**src/rtl/ppm_sync_pkg.sv**
```systemverilog
package ppm_sync_pkg;
  // outcome of one look at the slot window
  typedef enum logic [1:0] {
    EV_NONE = 2'd0,
    EV_HIT  = 2'd1,
    EV_MISS = 2'd2
  } slot_event_e;
endpackage

```
**src/rtl/ppm_window.sv**
```systemverilog
module ppm_window #(
  parameter int SLOTS = 16,
  parameter int IDX_W = $clog2(SLOTS)
) (
  input  logic             clk,
  input  logic             rst,
  input  logic             bit_in,
  output logic             win_filled,
  output logic             win_single,
  output logic [IDX_W-1:0] win_pos
);
  localparam int FILL_W = $clog2(SLOTS + 1);
  localparam logic [FILL_W-1:0] FILL_MAX = FILL_W'(SLOTS);

  logic [SLOTS-1:0]  sr;
  logic [FILL_W-1:0] fill_cnt;
  logic              seen_one;
  logic              seen_more;

  always_ff @(posedge clk) begin
    if (rst) begin
      sr       <= '0;
      fill_cnt <= '0;
    end else begin
      sr <= {sr[SLOTS-2:0], bit_in};
      if (fill_cnt != FILL_MAX) fill_cnt <= fill_cnt + 1'b1;
    end
  end

  assign win_filled = (fill_cnt == FILL_MAX);

  // single-pulse detector with position of the pulse (bit 0 = newest)
  always_comb begin
    seen_one  = 1'b0;
    seen_more = 1'b0;
    win_pos   = '0;
    for (int i = 0; i < SLOTS; i++) begin
      if (sr[i]) begin
        if (seen_one) seen_more = 1'b1;
        seen_one = 1'b1;
        win_pos  = IDX_W'(i);
      end
    end
  end

  assign win_single = win_filled && seen_one && !seen_more;

  // once the window has filled it stays filled until reset
  p_fill_sticky_r6: assert property (@(posedge clk) disable iff (rst)
    win_filled |=> win_filled);
endmodule

```
**src/rtl/ppm_slot_counter.sv**
```systemverilog
module ppm_slot_counter #(
  parameter int SLOTS = 16,
  parameter int IDX_W = $clog2(SLOTS)
) (
  input  logic             clk,
  input  logic             rst,
  input  logic             skip_req,
  output logic [IDX_W-1:0] cnt,
  output logic             carry
);
  localparam logic [IDX_W-1:0] LAST = IDX_W'(SLOTS - 1);

  logic skip_q;  // registered count-enable: high means pause one slot

  always_ff @(posedge clk) begin
    if (rst) begin
      cnt    <= '0;
      skip_q <= 1'b0;
    end else begin
      skip_q <= skip_req;
      if (!skip_q) cnt <= carry ? '0 : cnt + 1'b1;
    end
  end

  assign carry = (cnt == LAST);

  p_cnt_bound_r3: assert property (@(posedge clk) disable iff (rst)
    cnt <= LAST);

  p_pause_holds_r4: assert property (@(posedge clk) disable iff (rst)
    skip_q |=> (cnt == $past(cnt)));
endmodule

```
**src/rtl/ppm_lock_tracker.sv**
```systemverilog
module ppm_lock_tracker
  import ppm_sync_pkg::*;
#(
  parameter int HIT_LOCK    = 4,
  parameter int MISS_UNLOCK = 2
) (
  input  logic        clk,
  input  logic        rst,
  input  slot_event_e ev,
  output logic        locked
);
  localparam int HW = $clog2(HIT_LOCK + 1);
  localparam int MW = $clog2(MISS_UNLOCK + 1);
  localparam logic [HW-1:0] HIT_MAX   = HW'(HIT_LOCK);
  localparam logic [HW-1:0] HIT_EDGE  = HW'(HIT_LOCK - 1);
  localparam logic [MW-1:0] MISS_MAX  = MW'(MISS_UNLOCK);
  localparam logic [MW-1:0] MISS_EDGE = MW'(MISS_UNLOCK - 1);

  logic [HW-1:0] hit_run;
  logic [MW-1:0] miss_run;

  always_ff @(posedge clk) begin
    if (rst) begin
      hit_run  <= '0;
      miss_run <= '0;
      locked   <= 1'b0;
    end else begin
      case (ev)
        EV_HIT: begin
          miss_run <= '0;
          if (hit_run != HIT_MAX) hit_run <= hit_run + 1'b1;
          if (hit_run >= HIT_EDGE) locked <= 1'b1;
        end
        EV_MISS: begin
          hit_run <= '0;
          if (miss_run != MISS_MAX) miss_run <= miss_run + 1'b1;
          if (miss_run >= MISS_EDGE) locked <= 1'b0;
        end
        default: ;
      endcase
    end
  end

  p_lock_on_hit_r8: assert property (@(posedge clk) disable iff (rst)
    $rose(locked) |-> ($past(ev) == EV_HIT));

  p_unlock_on_miss_r9: assert property (@(posedge clk) disable iff (rst)
    $fell(locked) |-> ($past(ev) == EV_MISS));
endmodule

```
**src/rtl/ppm_frame_sync.sv**
```systemverilog
module ppm_frame_sync
  import ppm_sync_pkg::*;
#(
  parameter int SLOTS       = 16,
  parameter int HIT_LOCK    = 4,
  parameter int MISS_UNLOCK = 2,
  parameter int IDX_W       = $clog2(SLOTS)
) (
  input  logic             clk,
  input  logic             rst,
  input  logic             ppm_in,
  output logic             frame_sync,
  output logic             locked,
  output logic [IDX_W-1:0] slot_idx,
  output logic [IDX_W-1:0] sym_data
);
  localparam logic [IDX_W-1:0] LAST = IDX_W'(SLOTS - 1);

  logic             win_filled;
  logic             win_single;
  logic [IDX_W-1:0] win_pos;
  logic             carry;
  slot_event_e      ev;

  ppm_window #(.SLOTS(SLOTS), .IDX_W(IDX_W)) u_window (
    .clk        (clk),
    .rst        (rst),
    .bit_in     (ppm_in),
    .win_filled (win_filled),
    .win_single (win_single),
    .win_pos    (win_pos)
  );

  // inspection only at the counter wrap and only after the window filled
  always_comb begin
    if (carry && win_filled) ev = win_single ? EV_HIT : EV_MISS;
    else                     ev = EV_NONE;
  end

  ppm_slot_counter #(.SLOTS(SLOTS), .IDX_W(IDX_W)) u_counter (
    .clk      (clk),
    .rst      (rst),
    .skip_req (ev == EV_MISS),
    .cnt      (slot_idx),
    .carry    (carry)
  );

  ppm_lock_tracker #(.HIT_LOCK(HIT_LOCK), .MISS_UNLOCK(MISS_UNLOCK)) u_lock (
    .clk    (clk),
    .rst    (rst),
    .ev     (ev),
    .locked (locked)
  );

  // window bit 0 is the newest slot, so the pulse position is mirrored
  always_ff @(posedge clk) begin
    if (rst) begin
      frame_sync <= 1'b0;
      sym_data   <= '0;
    end else begin
      frame_sync <= (ev == EV_HIT);
      if (ev == EV_HIT) sym_data <= LAST - win_pos;
    end
  end

  p_sync_at_start_r2: assert property (@(posedge clk) disable iff (rst)
    frame_sync |-> (slot_idx == '0));

  p_sync_one_cycle_r2: assert property (@(posedge clk) disable iff (rst)
    frame_sync |=> !frame_sync);

  p_miss_double_zero_r4: assert property (@(posedge clk) disable iff (rst)
    (ev == EV_MISS) |=> (slot_idx == '0) ##1 (slot_idx == '0));

  p_sym_held_r7: assert property (@(posedge clk) disable iff (rst)
    !frame_sync |-> $stable(sym_data));
endmodule

```
**config.mk**
```make
export PLATFORM = sky130hd
export DESIGN_NAME = ppm_frame_sync
export DESIGN_NICKNAME = d
export VERILOG_FILES = /design/src/rtl/ppm_sync_pkg.sv /design/src/rtl/ppm_window.sv /design/src/rtl/ppm_slot_counter.sv /design/src/rtl/ppm_lock_tracker.sv /design/src/rtl/ppm_frame_sync.sv
export SDC_FILE = /design/constraint.sdc
export NUM_CORES = 1
export LEC_CHECK = 0
export BUFFER_PORTS_ARGS = -buffer_cell sky130_fd_sc_hd__buf_2
export CORE_MARGIN = 10
export CORE_UTILIZATION = 30
export DETAILED_ROUTE_END_ITERATION = 6
export PLACE_DENSITY_LB_ADDON = 0.05
export SYNTH_ARGS = -nofsm -noshare
export SYNTH_HDL_FRONTEND = slang
export SYNTH_SLANG_ARGS = --single-unit
```
**constraint.sdc**
```tcl
create_clock -name clk -period 2.35 [get_ports clk]
set_input_delay 0.235 -clock clk [delete_from_list [all_inputs] [get_ports clk]]
set_output_delay 0.235 -clock clk [all_outputs]
set_load 0.05 [all_outputs]
```
==> results of run 1 <==
worst min path at each step:
stage | startpoint | endpoint | slack, ns | depth (start not counted)
detailed placement | ppm_in | u_window.sr[0] | 0.46 | 2
CTS | ppm_in | u_window.sr[0] | 0.17 | 2
floorplan | ppm_in | u_window.sr[0] | 0.36 | 1
finish | ppm_in | u_window.sr[0] | 0.17 | 2
global route | ppm_in | u_window.sr[0] | 0.16 | 2
global placement | ppm_in | u_window.sr[0] | 0.45 | 2
cell families (layout without fill, tap and decap cells):
group,after synthesis,in the layout
fa+ha+maj,8,8
xor+xnor,5,5
simple gates,79,79
buf+inv,17,31
compound gates,42,42
mux,5,5
flops,37,37
power groups by stage:
stage	Combinational, mW	Clock (mW)	Sequential (mW)
after floorplan	0.0507	0	0.680
after global placement	0.0815	0	0.667
after detailed placement	0.0832	0	0.668
after CTS	0.0837	0.550	0.653
after global routing	0.0925	0.583	0.656
final	0.0815	0.534	0.653
registers in the layout (all words and copies together) (netlist names):
signal             cells
u_window.sr           16
u_window.fill_cnt      5
sym_data               4
u_counter.cnt          4
u_lock.hit_run         3
u_lock.miss_run        2
frame_sync             1
u_counter.skip_q       1
u_lock.locked          1
per-layer routing:
metal | GRT usage (%) | part of all wire [%] | wire length [um]
met5 | 0 | 0 | 0
met4 | 3.382 | 1.8 | 65
met3 | 3.123 | 4.3 | 159
met2 | 13.29 | 47 | 1720
met1 | 9.668 | 47 | 1716
through the flow:
stage	util [%]	worst slack [ns]	hold slack [ns]	total power, mW	area (um^2)
floorplan	-	0.3623	0.3632	0.7311	1778
detailed placement	33.89	0.2497	0.4555	0.7511	1912
global placement	33.89	0.2939	0.4518	0.7484	1912
CTS	35.73	0.2350	0.1677	1.287	2016
global route	35.73	0.07189	0.1591	1.331	2016
finish	35.73	0.2655	0.1722	1.269	2016
cell usage after synthesis, types with 2 or more instances:
master,number,area [um^2]
nor4_1,2,12.51
nand4_1,4,25.02
dfxtp_1,37,740.7
nand2_1,8,30.03
a21oi_1,8,40.04
o31ai_2,2,25.02
nand2b_1,3,18.77
o21ai_0,8,40.04
ha_1,8,100.1
nor4_2,2,25.02
nor3_1,6,30.03
mux2i_1,4,40.04
o31ai_1,6,45.04
clkbuf_1,5,18.77
o21bai_1,3,22.52
xnor2_1,3,26.28
nor2b_1,19,118.9
a211oi_1,5,37.54
or4_1,2,15.01
inv_1,10,37.54
a22oi_1,3,22.52
nor2_1,19,71.32
xor2_1,2,17.52
or3_1,2,12.51
nand3_1,3,15.01
area by class of cell:
type / count / share of cell area [%]
multi-input cells: 139 / 48.04
flip-flops and latches: 37 / 36.75
well taps: 72 / 4.469
repair buffers: 14 / 3.724
clock buffers: 5 / 3.414
inverters: 10 / 1.862
clock inverters: 2 / 1.738
==> flow_summary.yaml, run 1 <==
synthesis:
  synth.area.mux_share_pct: 2.885
  ys_async_sr_fraction_pct: 0
  synth-xor-area-share_pct: 2.463
  complex_gate_fraction_of_the_synthesized_area_pct: 16.68
  simple_gate_area_share_of_the_yosys_netlist_pct: 26.81
  post_synth_edffs: 0
  synth_fa_ha_area_share_pct: 5.630
  synth_area_mm2: 0.001778
  synth_top_flop_cell: "dfxtp_1"
  synth_top_family_by_area: "simple AND/OR/NAND/NOR gates"
  sequential_area_share_after_synthesis_pct: 41.66
  syn_nets: 204
  mean_instance_size_in_the_synthesized_netlist_um2: 9.212
  ys_warn_count: 0
  number_of_standard_cells_after_synthesis: 193
  postSynthRegisterBits: 37
  synthDistinctLibCells: 44
critical_path:
  crit_path_start: "u_window.fill_cnt[0]"
  critical_path.reg2reg.startpoint: "u_window.fill_cnt[0]"
  ff2ff_setup_slack_ns: 0.27
  worst-endpoint-arrival_ns: 2.30
  timing.critical_path.to_type: "flip-flop"
  cp-endpoint: "sym_data[2]"
  category_of_cells_accounting_for_the_largest_share_of_critical_path_delay: "simple AND/OR/NAND/NOR gates"
  setup.worst_path.class: "reg2reg"
  crit_path_max_fanout: 8
  cp-start-kind: "flip-flop"
  path_cells: "inv_1 -> ha_1 -> and4bb_1 -> nand4_2 -> or4_4 -> a21oi_4 -> nand2_4 -> o31ai_2"
  reg2reg_to: "sym_data[2]"
  path_depth: 8
  cp_max_delay_cell: "or4_4"
  r2r.worst_path.cells: 8
  worst-endpoint-required_ns: 2.57
  critical-path-max-stage-delay_ns: 0.54
  path_buf_inv: 1
timing:
  max_slew.worst_pin.slew_ns: 0.5712
  finalSetupViolations: 0
  timing.final.max_slew_violations: 0
  rsz_0062_raised_after_global_routing: "false"
  period_minus_slack_ns: 2.085
  fin_setup_tns_ns: 0
  final.setup_skew_ns: 0.005486
  slew-limit-headroom_pct: 61.92
  hold_viol_final: 0
  max_freq_mhz: 479.7
  share_of_the_clock_period_used_by_the_worst_path_pct: 88.70
power:
  share_comb_of_total_power_pct: 6.4
  power.switching_uw: 292.0
  vdd_ir_drop_max_mv: 0.2321
  power_dens_cells_mw_per_mm2: 629.7
  switching_fraction_pct: 23.00
  power.share.clock_pct: 42.1
  leakagePower_nw: 0.7857
  power_report.internal_total_uw: 977.3
  power_frac_seq_pct: 51.5
global_route:
  pin_count_of_the_biggest_net_entering_global_routing: 32
  grt_first_pass_wirelength_um: 6527
  number_of_global_route_vias_before_repair: 1376
  gr-usage-all-layers_pct: 8.291
  grt_antenna_before_repair: 0
  grt.overflow.total: 0
cts:
  clk_pin_slew_ns: 0.07
  setup_fix_buffers_added_after_clock_tree_synthesis: 0
  cts_inserted_buffers: 5
  cts_repair_resize_count: 0
  max-clock-path-buffers: 2
  cts_hold_repair.buffers: 0
  htree_depth: 2
  clock_sinks: 37
  cts_tree: "built"
  clk_latency_ns: 0.29
  clock_tree.root_cell: "clkbuf_8"
placed_design:
  numPlacedInstances: 272
  hpwl_um: 2701
  io_buffer_count: 12
  gp_routability_congestion: 0.7401
floorplanning:
  top_level_ports: 13
  dieArea_mm2: 0.009406
  core_area_mm2: 0.005642
  die_width_um: 96.99
  row_cnt: 27
  floorplan.die.height_um: 96.99
  initial_utilization_pct: 31.51
finish:
  n_antenna_cell: 0
  mostFrequentLayoutCell: "dfxtp_1"
  layout.cells.non_filler: 279
  final_cell_mix: "37 x dfxtp_1, 19 x nor2b_1, 19 x nor2_1"
  fillCellCount: 595
  synthToLayoutAreaGrowth_pct: 13.37
  multi_input_area_um2: 968.4
  drive_gt1_share_pct: 15.46
  final_nets: 218
  seq_area_um2: 740.7
route:
  detail_route.wl_per_cell_um: 13.13
  remaining_drc_errors: 0
  vias: 1416
  detail_route.iter0.violations: 45
  firstDrtPassIters: 4
  drt_wl_total_um: 3662
  vias_per_cell: 5.075
  route.antenna.remaining_nets: 0
flow_run:
  drv_cap: 0
run_status:
  run_status: "complete, no violations"
hold_path:
  hold_path.class: "in2reg"
Note: power is estimated with default switching activity, not from simulation.
==> inputs of run 2 (changes only) <==
CORE_UTILIZATION = 55   (was 30)
CTS_BUF_LIST = sky130_fd_sc_hd__clkbuf_8   (was unset)
==> run 2 against run 1 <==
Against the previous run:
- non-clock buffer count shrank 1
- sequential power is essentially flat
- clock skew grew 0.0044 ns
- first-iteration DRC count grew 76%
- final cell count shrank 10%
- global-route usage grew 3.4 points
- clock power grew 3%
- power grew 0.89%
- critical path type unchanged
- critical endpoint unchanged
- highest routed layer unchanged
==> flow_summary.yaml, run 2 (same netlist as run 1, synthesis figures left out) <==
finish:
  fillCellCount: 270
  final_cell_mix: "37 x dfxtp_1, 19 x nor2b_1, 19 x nor2_1"
  mostFrequentLayoutCell: "dfxtp_1"
  n_antenna_cell: 0
  seq_area_um2: 740.7
  synthToLayoutAreaGrowth_pct: 11.61
  leading_registers_by_flop_count: "u_window.sr: 16 flops, u_window.fill_cnt: 5 flops"
  final_core_util_pct: 64.47
  final_nets: 217
  regMostFlops: "u_window.sr"
  drive_gt1_share_pct: 15.46
  multi_input_area_um2: 968.4
  largest_reg_flops: 16
route:
  vias_per_cell: 5.574
  drt_wl_total_um: 3288
  detail_route.wl_per_cell_um: 13.10
  vias: 1399
  firstDrtPassIters: 4
  detail_route.iter0.violations: 79
  met2_length_um: 1535
  route.antenna.remaining_nets: 0
  detail_route.wirelength.met1_um: 1560
  wl_met3_um: 116
  remaining_drc_errors: 0
  top_layer: "met4"
global_route:
  grt_antenna_before_repair: 0
  grt.overflow.total: 0
  gr-usage-all-layers_pct: 11.65
  grt_first_pass_wirelength_um: 5851
  pin_count_of_the_biggest_net_entering_global_routing: 46
  number_of_global_route_vias_before_repair: 1371
timing:
  timing.final.max_slew_violations: 0
  final.setup_skew_ns: 0.009911
  slew-limit-headroom_pct: 50.47
  hold_viol_final: 0
  fin_setup_tns_ns: 0
  period_minus_slack_ns: 2.081
  max_freq_mhz: 480.5
  max_slew.worst_pin.slew_ns: 0.7430
  finalSetupViolations: 0
  rsz_0062_raised_after_global_routing: "false"
  share_of_the_clock_period_used_by_the_worst_path_pct: 88.56
critical_path:
  worst-endpoint-arrival_ns: 2.29
  path_cells: "inv_1 -> ha_1 -> and4bb_1 -> nand4_2 -> or4_4 -> a21oi_4 -> nand2_4 -> o31ai_2"
  critical-path-max-stage-delay_ns: 0.54
  cp_max_delay_cell: "or4_4"
  worst-endpoint-required_ns: 2.56
  cp-start-kind: "flip-flop"
  crit_path_start: "u_window.fill_cnt[0]"
  critical_path.reg2reg.startpoint: "u_window.fill_cnt[0]"
  ff2ff_setup_slack_ns: 0.27
  timing.critical_path.to_type: "flip-flop"
  setup.worst_path.class: "reg2reg"
  crit_path_max_fanout: 8
cts:
  cts_repair_resize_count: 0
  setup_fix_buffers_added_after_clock_tree_synthesis: 0
  clock_tree.root_cell: "clkbuf_8"
  cts_tree: "built"
  clock_sinks: 37
  clk_latency_ns: 0.29
  cts_inserted_buffers: 5
  cts_hold_repair.buffers: 0
  clk_pin_slew_ns: 0.08
  htree_depth: 2
  max-clock-path-buffers: 2
power:
  leakagePower_nw: 0.7813
  total_power_after_layout_mw: 1.281
  power_dens_cells_mw_per_mm2: 645.3
  vdd_ir_drop_max_mv: 0.6136
floorplanning:
  dieArea_mm2: 0.005907
  floorplan.die.height_um: 76.86
  die_width_um: 76.86
  initial_utilization_pct: 57.76
  core_area_mm2: 0.003078
  top_level_ports: 13
  row_cnt: 20
hold_path:
  hold_path.class: "in2reg"
  worst_hold_startpoint: "ppm_in"
flow_run:
  drv_cap: 0
placed_design:
  hpwl_um: 2352
  io_buffer_count: 12
  gp_routability_congestion: 0.7638
run_status:
  run_status: "complete, no violations"
run 2: cell types whose count changed in the layout (fill, tap and decap cells not counted), sizes merged:
| cell | previous run | this run |
|---|---|---|
| buf | 14 | 13 |
| clkinvlp | 0 | 1 |
run 2: report_power, final:
part | switching (mW) | total [mW] | internal [mW]
clock | 0.230 | 0.548 | 0.317
sequential | 0.0149 | 0.653 | 0.639
combinational | 0.0500 | 0.0794 | 0.0295
run 2: path summary, 6_finish.rpt:
path | end | cells past startpoint
worst max register to register | sym_data[2] | 8
worst max-delay path | sym_data[2] | 8
worst min-delay path | u_window.sr[0] | 2
worst min register to register | sym_data[1] | 2
run 2: routing by layer:
metal / track usage [%] / vias up
met3: 3.147 / 9
met4: 6.506 / 0
met5: 0 / -
met1: 13.19 / 649
li1: - / 717
met2: 19.31 / 24
run 2: final cells by class:
| class | instances | share of cell area (%) |
|---|---|---|
| Sequential cell | 37 | 37.33 |
| Timing Repair Buffer | 13 | 3.405 |
| Tap cell | 44 | 2.774 |
| Clock buffer | 5 | 3.468 |
| Multi-Input combinational cell | 139 | 48.80 |
| Clock inverter | 3 | 2.333 |
| Inverter | 10 | 1.892 |
run 2: critical path: cells and delay by family (launching register included):
family,cells,cell delay (ns)
buf+inv,1,0.09
flops,1,0.33
fa+ha+maj,1,0.14
simple gates,4,0.96
compound gates,2,0.48
run 2: through the flow:
| stage | cells | worst slack (ns) | cell area [um^2] | hold slack (ns) |
|---|---|---|---|---|
| final | 251 | 0.2688 | 1984 | 0.1650 |
| after global placement | 243 | 0.3489 | 1869 | 0.4512 |
| after detailed placement | 243 | 0.2689 | 1869 | 0.4514 |
| after CTS | 251 | 0.2444 | 1984 | 0.1569 |
| after floorplan | 193 | 0.3623 | 1778 | 0.3632 |
| after global routing | 251 | 0.06982 | 1984 | 0.1834 |
